<file path="config.mk">
export PLATFORM = sky130hd
export DESIGN_NAME = dlyt_tap_ctrl
export DESIGN_NICKNAME = d
export VERILOG_FILES = /design/src/rtl/dlyt_pkg.sv /design/src/rtl/dlyt_cmd_decode.sv /design/src/rtl/dlyt_carry_route.sv /design/src/rtl/dlyt_stage.sv /design/src/rtl/dlyt_tap_ctrl.sv
export SDC_FILE = /design/constraint.sdc
export NUM_CORES = 1
export LEC_CHECK = 0
export BUFFER_PORTS_ARGS = -buffer_cell sky130_fd_sc_hd__buf_2
export CAP_MARGIN = 20
export CORE_MARGIN = 5
export CORE_UTILIZATION = 40
export CTS_CLUSTER_DIAMETER = 30
export DETAILED_ROUTE_END_ITERATION = 8
export GPL_ROUTABILITY_DRIVEN = 0
export PLACE_DENSITY = 0.64
export SETUP_SLACK_MARGIN = 0.02
export SLEW_MARGIN = 5
export SYNTH_ARGS = -nofsm -noshare
export SYNTH_HDL_FRONTEND = slang
export SYNTH_SLANG_ARGS = --single-unit
</file>
<file path="constraint.sdc">
create_clock -name clk -period 6.5 [get_ports clk]
set_input_delay 0.975 -clock clk [delete_from_list [all_inputs] [get_ports clk]]
set_output_delay 0.975 -clock clk [all_outputs]
set_load 0.03 [all_outputs]
</file>
<file path="src/rtl/dlyt_pkg.sv">
// Shared types for the delay tap controller.
// Assumes: modes and commands are small enums used by every submodule.
package dlyt_pkg;
    typedef enum logic [1:0] {
        MODE_FIXED     = 2'd0,
        MODE_STEP      = 2'd1,
        MODE_STEP_LOAD = 2'd2
    } dly_mode_e;

    typedef enum logic [1:0] {
        CMD_HOLD = 2'd0,
        CMD_UP   = 2'd1,
        CMD_DOWN = 2'd2,
        CMD_LOAD = 2'd3
    } dly_cmd_e;
endpackage

</file>
<file path="src/rtl/dlyt_cmd_decode.sv">
// Turns one port's raw strobes into a single stage command.
// Assumes: the strobes are already synchronous to the delay clock.
// The mode is fixed at elaboration time. A refused load falls through to the step.
module dlyt_cmd_decode
    import dlyt_pkg::*;
#(
    parameter dly_mode_e MODE = MODE_STEP_LOAD
) (
    input  logic     ce,
    input  logic     inc,
    input  logic     load,
    input  logic     vt_track_en,
    output dly_cmd_e cmd
);
    // Priority: frozen mode, then accepted load, then step.
    always_comb begin
        cmd = CMD_HOLD;
        if (MODE != MODE_FIXED) begin
            if (MODE == MODE_STEP_LOAD && load && !vt_track_en) begin
                cmd = CMD_LOAD;
            end else if (ce) begin
                cmd = inc ? CMD_UP : CMD_DOWN;
            end
        end
    end
endmodule

</file>
<file path="src/rtl/dlyt_carry_route.sv">
// Shares main-port steps between the main and extension stages in cascade.
// Assumes: requests come from dlyt_cmd_decode. Without cascade, the extension
// stage is held and the main request passes through untouched.
module dlyt_carry_route
    import dlyt_pkg::*;
#(
    parameter int TAP_W   = 9,
    parameter bit CASCADE = 1'b1
) (
    input  dly_cmd_e         main_req,
    input  dly_cmd_e         ext_req,
    input  logic [TAP_W-1:0] main_tap,
    input  logic [TAP_W-1:0] ext_tap,
    output dly_cmd_e         main_cmd,
    output dly_cmd_e         ext_cmd
);
    localparam logic [TAP_W-1:0] TAP_TOP = '1;

    // Carry up past a full main stage; borrow down from the extension first.
    always_comb begin
        main_cmd = main_req;
        ext_cmd  = CMD_HOLD;
        if (CASCADE) begin
            ext_cmd = ext_req;
            if (ext_req == CMD_HOLD) begin
                if (main_req == CMD_UP && main_tap == TAP_TOP && ext_tap != TAP_TOP) begin
                    ext_cmd = CMD_UP;
                end else if (main_req == CMD_DOWN && ext_tap != '0) begin
                    ext_cmd  = CMD_DOWN;
                    main_cmd = CMD_HOLD;
                end
            end
        end
    end
endmodule

</file>
<file path="src/rtl/dlyt_stage.sv">
// One saturating tap register of the delay line.
// Assumes: a single command per cycle. Delay reset beats the command.
module dlyt_stage
    import dlyt_pkg::*;
#(
    parameter int TAP_W   = 9,
    parameter int DEF_TAP = 0
) (
    input  logic             clk,
    input  logic             rst_n,
    input  logic             rst_dly,
    input  dly_cmd_e         cmd,
    input  logic [TAP_W-1:0] cnt_in,
    output logic [TAP_W-1:0] tap
);
    localparam logic [TAP_W-1:0] TAP_TOP = '1;
    localparam logic [TAP_W-1:0] TAP_DEF = TAP_W'(DEF_TAP);

    // Tap register: reset, delay reset, load, or saturating step.
    always_ff @(posedge clk) begin
        if (!rst_n || rst_dly) begin
            tap <= TAP_DEF;
        end else begin
            case (cmd)
                CMD_UP:   if (tap != TAP_TOP) tap <= tap + 1'b1;
                CMD_DOWN: if (tap != '0)      tap <= tap - 1'b1;
                CMD_LOAD: tap <= cnt_in;
                default:  ;
            endcase
        end
    end

    assert_no_overflow_R9: assert property (@(posedge clk) disable iff (!rst_n)
        (cmd == CMD_UP && tap == TAP_TOP && !rst_dly) |=> tap == TAP_TOP);
    assert_no_underflow_R9: assert property (@(posedge clk) disable iff (!rst_n)
        (cmd == CMD_DOWN && tap == '0 && !rst_dly) |=> tap == '0);
    assert_step_up_R3: assert property (@(posedge clk) disable iff (!rst_n)
        (cmd == CMD_UP && tap != TAP_TOP && !rst_dly) |=> tap == $past(tap) + 1'b1);
    assert_load_copy_R5: assert property (@(posedge clk) disable iff (!rst_n)
        (cmd == CMD_LOAD && !rst_dly) |=> tap == $past(cnt_in));
    assert_back_to_default_R7: assert property (@(posedge clk) disable iff (!rst_n)
        rst_dly |=> tap == TAP_DEF);
endmodule

</file>
<file path="src/rtl/dlyt_tap_ctrl.sv">
// Top of the delay tap controller: decodes both ports, routes carries and
// holds the main and extension tap registers.
// Assumes: all inputs synchronous to clk. DEFAULT_TAP counts total taps.
module dlyt_tap_ctrl
    import dlyt_pkg::*;
#(
    parameter int        TAP_W       = 9,
    parameter dly_mode_e MODE        = MODE_STEP_LOAD,
    parameter bit        CASCADE     = 1'b1,
    parameter int        DEFAULT_TAP = 100
) (
    input  logic             clk,
    input  logic             rst_n,
    input  logic             rst_dly,
    input  logic             vt_track_en,
    input  logic             ce,
    input  logic             inc,
    input  logic             load,
    input  logic [TAP_W-1:0] cnt_in,
    output logic [TAP_W-1:0] cnt_out,
    input  logic             ext_ce,
    input  logic             ext_inc,
    input  logic             ext_load,
    input  logic [TAP_W-1:0] ext_cnt_in,
    output logic [TAP_W-1:0] ext_cnt_out
);
    localparam int STAGE_MAX = (1 << TAP_W) - 1;
    localparam int MAIN_DEF  = (DEFAULT_TAP > STAGE_MAX) ? STAGE_MAX : DEFAULT_TAP;
    localparam int EXT_REST  = DEFAULT_TAP - MAIN_DEF;
    localparam int EXT_DEF   = !CASCADE ? 0 : ((EXT_REST > STAGE_MAX) ? STAGE_MAX : EXT_REST);
    localparam logic [TAP_W-1:0] TAP_TOP = '1;

    dly_cmd_e main_req, ext_req, main_cmd, ext_cmd;

    dlyt_cmd_decode #(.MODE(MODE)) u_main_dec (
        .ce(ce), .inc(inc), .load(load), .vt_track_en(vt_track_en), .cmd(main_req));

    dlyt_cmd_decode #(.MODE(MODE)) u_ext_dec (
        .ce(ext_ce), .inc(ext_inc), .load(ext_load), .vt_track_en(vt_track_en), .cmd(ext_req));

    dlyt_carry_route #(.TAP_W(TAP_W), .CASCADE(CASCADE)) u_route (
        .main_req(main_req), .ext_req(ext_req), .main_tap(cnt_out), .ext_tap(ext_cnt_out),
        .main_cmd(main_cmd), .ext_cmd(ext_cmd));

    dlyt_stage #(.TAP_W(TAP_W), .DEF_TAP(MAIN_DEF)) u_main_stage (
        .clk(clk), .rst_n(rst_n), .rst_dly(rst_dly), .cmd(main_cmd),
        .cnt_in(cnt_in), .tap(cnt_out));

    dlyt_stage #(.TAP_W(TAP_W), .DEF_TAP(EXT_DEF)) u_ext_stage (
        .clk(clk), .rst_n(rst_n), .rst_dly(rst_dly), .cmd(ext_cmd),
        .cnt_in(ext_cnt_in), .tap(ext_cnt_out));

    assert_fixed_frozen_R2: assert property (@(posedge clk) disable iff (!rst_n)
        (MODE == MODE_FIXED) |-> (cnt_out == TAP_W'(MAIN_DEF) && ext_cnt_out == TAP_W'(EXT_DEF)));
    assert_vt_refuses_load_R6: assert property (@(posedge clk) disable iff (!rst_n)
        (vt_track_en && load && !ce && !rst_dly) |=> $stable(cnt_out));
    assert_load_beats_step_R8: assert property (@(posedge clk) disable iff (!rst_n)
        (MODE == MODE_STEP_LOAD && load && ce && !vt_track_en && !rst_dly) |=> cnt_out == $past(cnt_in));
    assert_carry_into_ext_R10: assert property (@(posedge clk) disable iff (!rst_n)
        (CASCADE && main_req == CMD_UP && cnt_out == TAP_TOP && ext_req == CMD_HOLD
         && ext_cnt_out != TAP_TOP && !rst_dly) |=> ext_cnt_out == $past(ext_cnt_out) + 1'b1);
    assert_no_ext_without_cascade_R12: assert property (@(posedge clk) disable iff (!rst_n)
        !CASCADE |-> ext_cnt_out == '0);
endmodule

</file>
==> results.env <==
STATUS='completed'
SYNTH_TOP_CELLS_BY_AREA='sky130_fd_sc_hd__dfxtp_1 (21%), sky130_fd_sc_hd__ha_1 (10%), sky130_fd_sc_hd__nor2_1 (5.4%)'
FINALCRITICALPERIOD_NS=4.053
POWER.DENSITY_CELL_AREA_nW_PER_UM2=182.5
DIE-AREA_SQ_UM=5724
MET2_LENGTH_MM=1.889
SYNTHDISTINCTLIBCELLS=50
GR-USAGE-ALL-LAYERS_PCT=16.85
CRITICAL_PATH.MAX_FANOUT=20
VIAS_PER_CELL=5.745
WORST-SETUP-PATH-TYPE='primary input to flip-flop'
TIMING.FINAL.HOLD_VIOLATIONS=0
FIN_SKEW_NS=0.008834
WORST-SLEW-PIN-TRANSITION_NS=0.7694
RATIO_OF_CELLS_WITH_DRIVE_ABOVE_1_IN_THE_FINAL_LAYOUT_PCT=23.85
REPORT.FINAL.SLEW_VIOL_COUNT=0
FIRST_GLOBAL_VIAS=1596
SETUP_REPAIR_AFTER_GLOBAL_ROUTING_MISSED_ITS_MARGIN='no'
MAPPED_AVG_CELL_AREA_SQ_UM=7.909
WIDTH_OF_THE_DIE_UM=75.66
PRECTSSETUPSLACK_NS=2.175
WORSTSETUPENDPOINTTYPE='flip-flop'
SYNTH_SEQUENTIAL_AREA_RATIO_PCT=20.90
POSTSYNTH.ASYNCRESETSHARE_PCT=0
DP_HPWL_MM=3.482
SYNTHTOLAYOUTAREAGROWTH_PCT=17.05
PLACEMENT_ROWS=23
DETAIL_ROUTE.ITER0.VIOLATIONS=105
IO_PINS=46
PLACE.DETAILED.INSTANCES=305
CTS_BUFFERS=3
SYNTH-WARNING-COUNT=0
TOTAL_LEAKAGE_POWER_nW=0.9087
WORST_SETUP_PATH_START_KIND='primary input'
FINAL_NET_COUNT=305
YOSYS.CELL_COUNT.TOP_TYPE='sky130_fd_sc_hd__nor2_1'
YOSYS_REGISTER_BITS=18
FP.COREAREA_SQ_UM=4086
WORST_SKEW_PAIR.LATE_LATENCY_NS=0.26
SLEW_HEADROOM_PCT=48.60
YS_DOMINANT_REG_CELL='sky130_fd_sc_hd__dfxtp_1'
CTS_ROOT_BUF='sky130_fd_sc_hd__clkbuf_8'
POST-SYNTH-TOP-AREA-CELL='sky130_fd_sc_hd__dfxtp_1'
MAX_CAP_VIOL_COUNT=0
CRIT_ARRIVAL_NS=4.24
CTS.REPORTEDPATHS.CLKPINSLEW_NS=0.08
GRT_PASS1_WL_MM=7.624
NUMCLOCKSINKS=18
SYNTH_COMMON_CELLS='sky130_fd_sc_hd__nor2_1 (25), sky130_fd_sc_hd__dfxtp_1 (18), sky130_fd_sc_hd__a21oi_1 (17)'
TRITONCTS_CLOCK_TREE='yes'
FINAL_CELL_COUNT_NO_FILL=310
ANTENNA_FOUND_INITIAL=0
SYNTH_ENABLE_FLOP_CELLS=0
MAX_FREQ_MHz=246.7
POST-ROUTE-PERIOD-UTIL_PCT=62.35
ANTENNA_VIOLATING_NETS_LEFT=0
FINALWORSTSETUPSLACK_NS=2.447
ANTENNA_CELLS=0
MET1_LENGTH_MM=2.280
PLACEMENT.IO_BUFFERS=45
GRT_OVERFLOW_TOTAL=0
GRT_MAX_DEGREE=25
ROUTE.MET3.WL_UM=290
MAX-VDD-IR-DROP_mV=0.09325
WORST-ENDPOINT-REQUIRED_NS=6.69
CTS-HOLD-FIX-BUFFERS=0
SYN-NUM-NETS=262
CTS.REPAIR.RESIZED=0
DRTPASS1ITERATIONS=4
REMAINING_DRC_ERRORS=0
DR.MAX_LAYER_USED='met4'
ROUTE.DETAILED.WL_PER_INST_UM=14.61
ROUTED_WIRELENGTH_MM=4.530
YOSYS.AREA.TOP_TYPE_SHARE_PCT=20.90
MIN_DELAY_PATH_CLASS='flip-flop to flip-flop'
NETLIST_INSTANCES=218
FLOORPLAN.INITIALDENSITY_PCT=42.19
ROUTED-VIA-COUNT=1781
H-TREE-DEPTH=1
FINAL.SETUP.TNS_NS=0
SYN-CELL-AREA_SQ_UM=1724
CTSLONGESTPATHBUFFERS=2
SETUP_VIOLATIONS=0
VERTICAL_DIE_DIMENSION_UM=75.66
POST-CTS-SETUP-BUFFERS=0
[critical path, cell delays in order]
cell	delay, ns
sky130_fd_sc_hd__buf_2	0.11
sky130_fd_sc_hd__nor2b_1	0.12
sky130_fd_sc_hd__buf_4	0.20
sky130_fd_sc_hd__or4_4	0.54
sky130_fd_sc_hd__o21ai_0	0.23
sky130_fd_sc_hd__a21o_1	0.21
sky130_fd_sc_hd__inv_1	0.15
sky130_fd_sc_hd__ha_1	0.34
sky130_fd_sc_hd__nor2b_1	0.16
sky130_fd_sc_hd__o31a_1	0.28
sky130_fd_sc_hd__o21a_1	0.19
sky130_fd_sc_hd__o21ai_0	0.13
sky130_fd_sc_hd__or3b_2	0.45
sky130_fd_sc_hd__a31oi_1	0.15
[power by group]
group          leakage, nW  internal (mW)  switching, mW  total, mW
sequential           0.147          0.118         0.0114      0.129
combinational        0.733         0.0603         0.0853      0.146
clock               0.0288         0.0538         0.0394     0.0932
total                0.909          0.232          0.136      0.368
[registers in the layout, summed over array words and instances, names as in the netlist]
| name | count |
|---|---|
| u_ext_stage.tap | 9 |
| u_main_stage.tap | 9 |
[cell type report]
| class | count | area, sq um |
|---|---|---|
| multi-input combinational | 181 | 1259 |
| inverter | 9 | 33.78 |
| tap | 50 | 62.56 |
| timing repair buffer | 48 | 247.7 |
| sequential | 18 | 360.3 |
| clock buffer | 4 | 55.05 |
| fill | 417 | 2068 |
[cells in the final DEF (no fill, tap or decap), drive strengths merged, types with 2 or more instances in the layout]
cell	instances
nand3	4
nor2b	9
a31oi	4
o311a	2
a21o	4
a211oi	12
o211ai	3
o31a	2
a221o	2
a21oi	17
mux2i	4
xnor2	4
o21ai	14
buf	48
nor3b	2
or3	2
nor3	6
dfxtp	18
nand2b	4
inv	9
o21a	8
nand4	5
nor2	25
or4	3
ha	14
nor4	3
fa	2
clkbuf	4
nand2	11
[stage by stage]
stage,hold WS [ns],instance area [sq um],util (%),power [mW]
finish,0.5425,2018,49.39,0.3683
global route,0.5938,2018,49.39,0.3967
CTS,0.5391,2011,49.20,0.3697
detailed placement,0.5309,1956,47.86,0.2750
global placement,0.5343,1956,47.86,0.2746
floorplan,0.6323,1724,-,0.2417
[cells by family after synthesis]
logic type,share of synthesized area (%)
adder cells (fa/ha/maj),12.48
AND/OR/NAND/NOR,23.22
XOR/XNOR,2.540
buffers and inverters,6.095
multiplexers,2.975
AO/OA/AOI/OAI,31.79
flip-flops,20.90
[worst paths after layout]
check                                        start                 end  slack [ns]  depth (start not counted)
worst max-delay path                          load  u_ext_stage.tap[6]        2.45                         14
worst min-delay path            u_ext_stage.tap[1]  u_ext_stage.tap[1]        0.54                          2
worst max register to register  u_ext_stage.tap[8]  u_ext_stage.tap[6]        2.96                         12
worst min register to register  u_ext_stage.tap[1]  u_ext_stage.tap[1]        0.54                          2
[layer usage]
metal,global-route usage (%),vias to the layer above
met3,1.847,8
met2,25.02,53
met5,0,-
met4,5.049,0
met1,25.42,808
li1,-,912
Note: power is estimated with default switching activity, not from simulation.
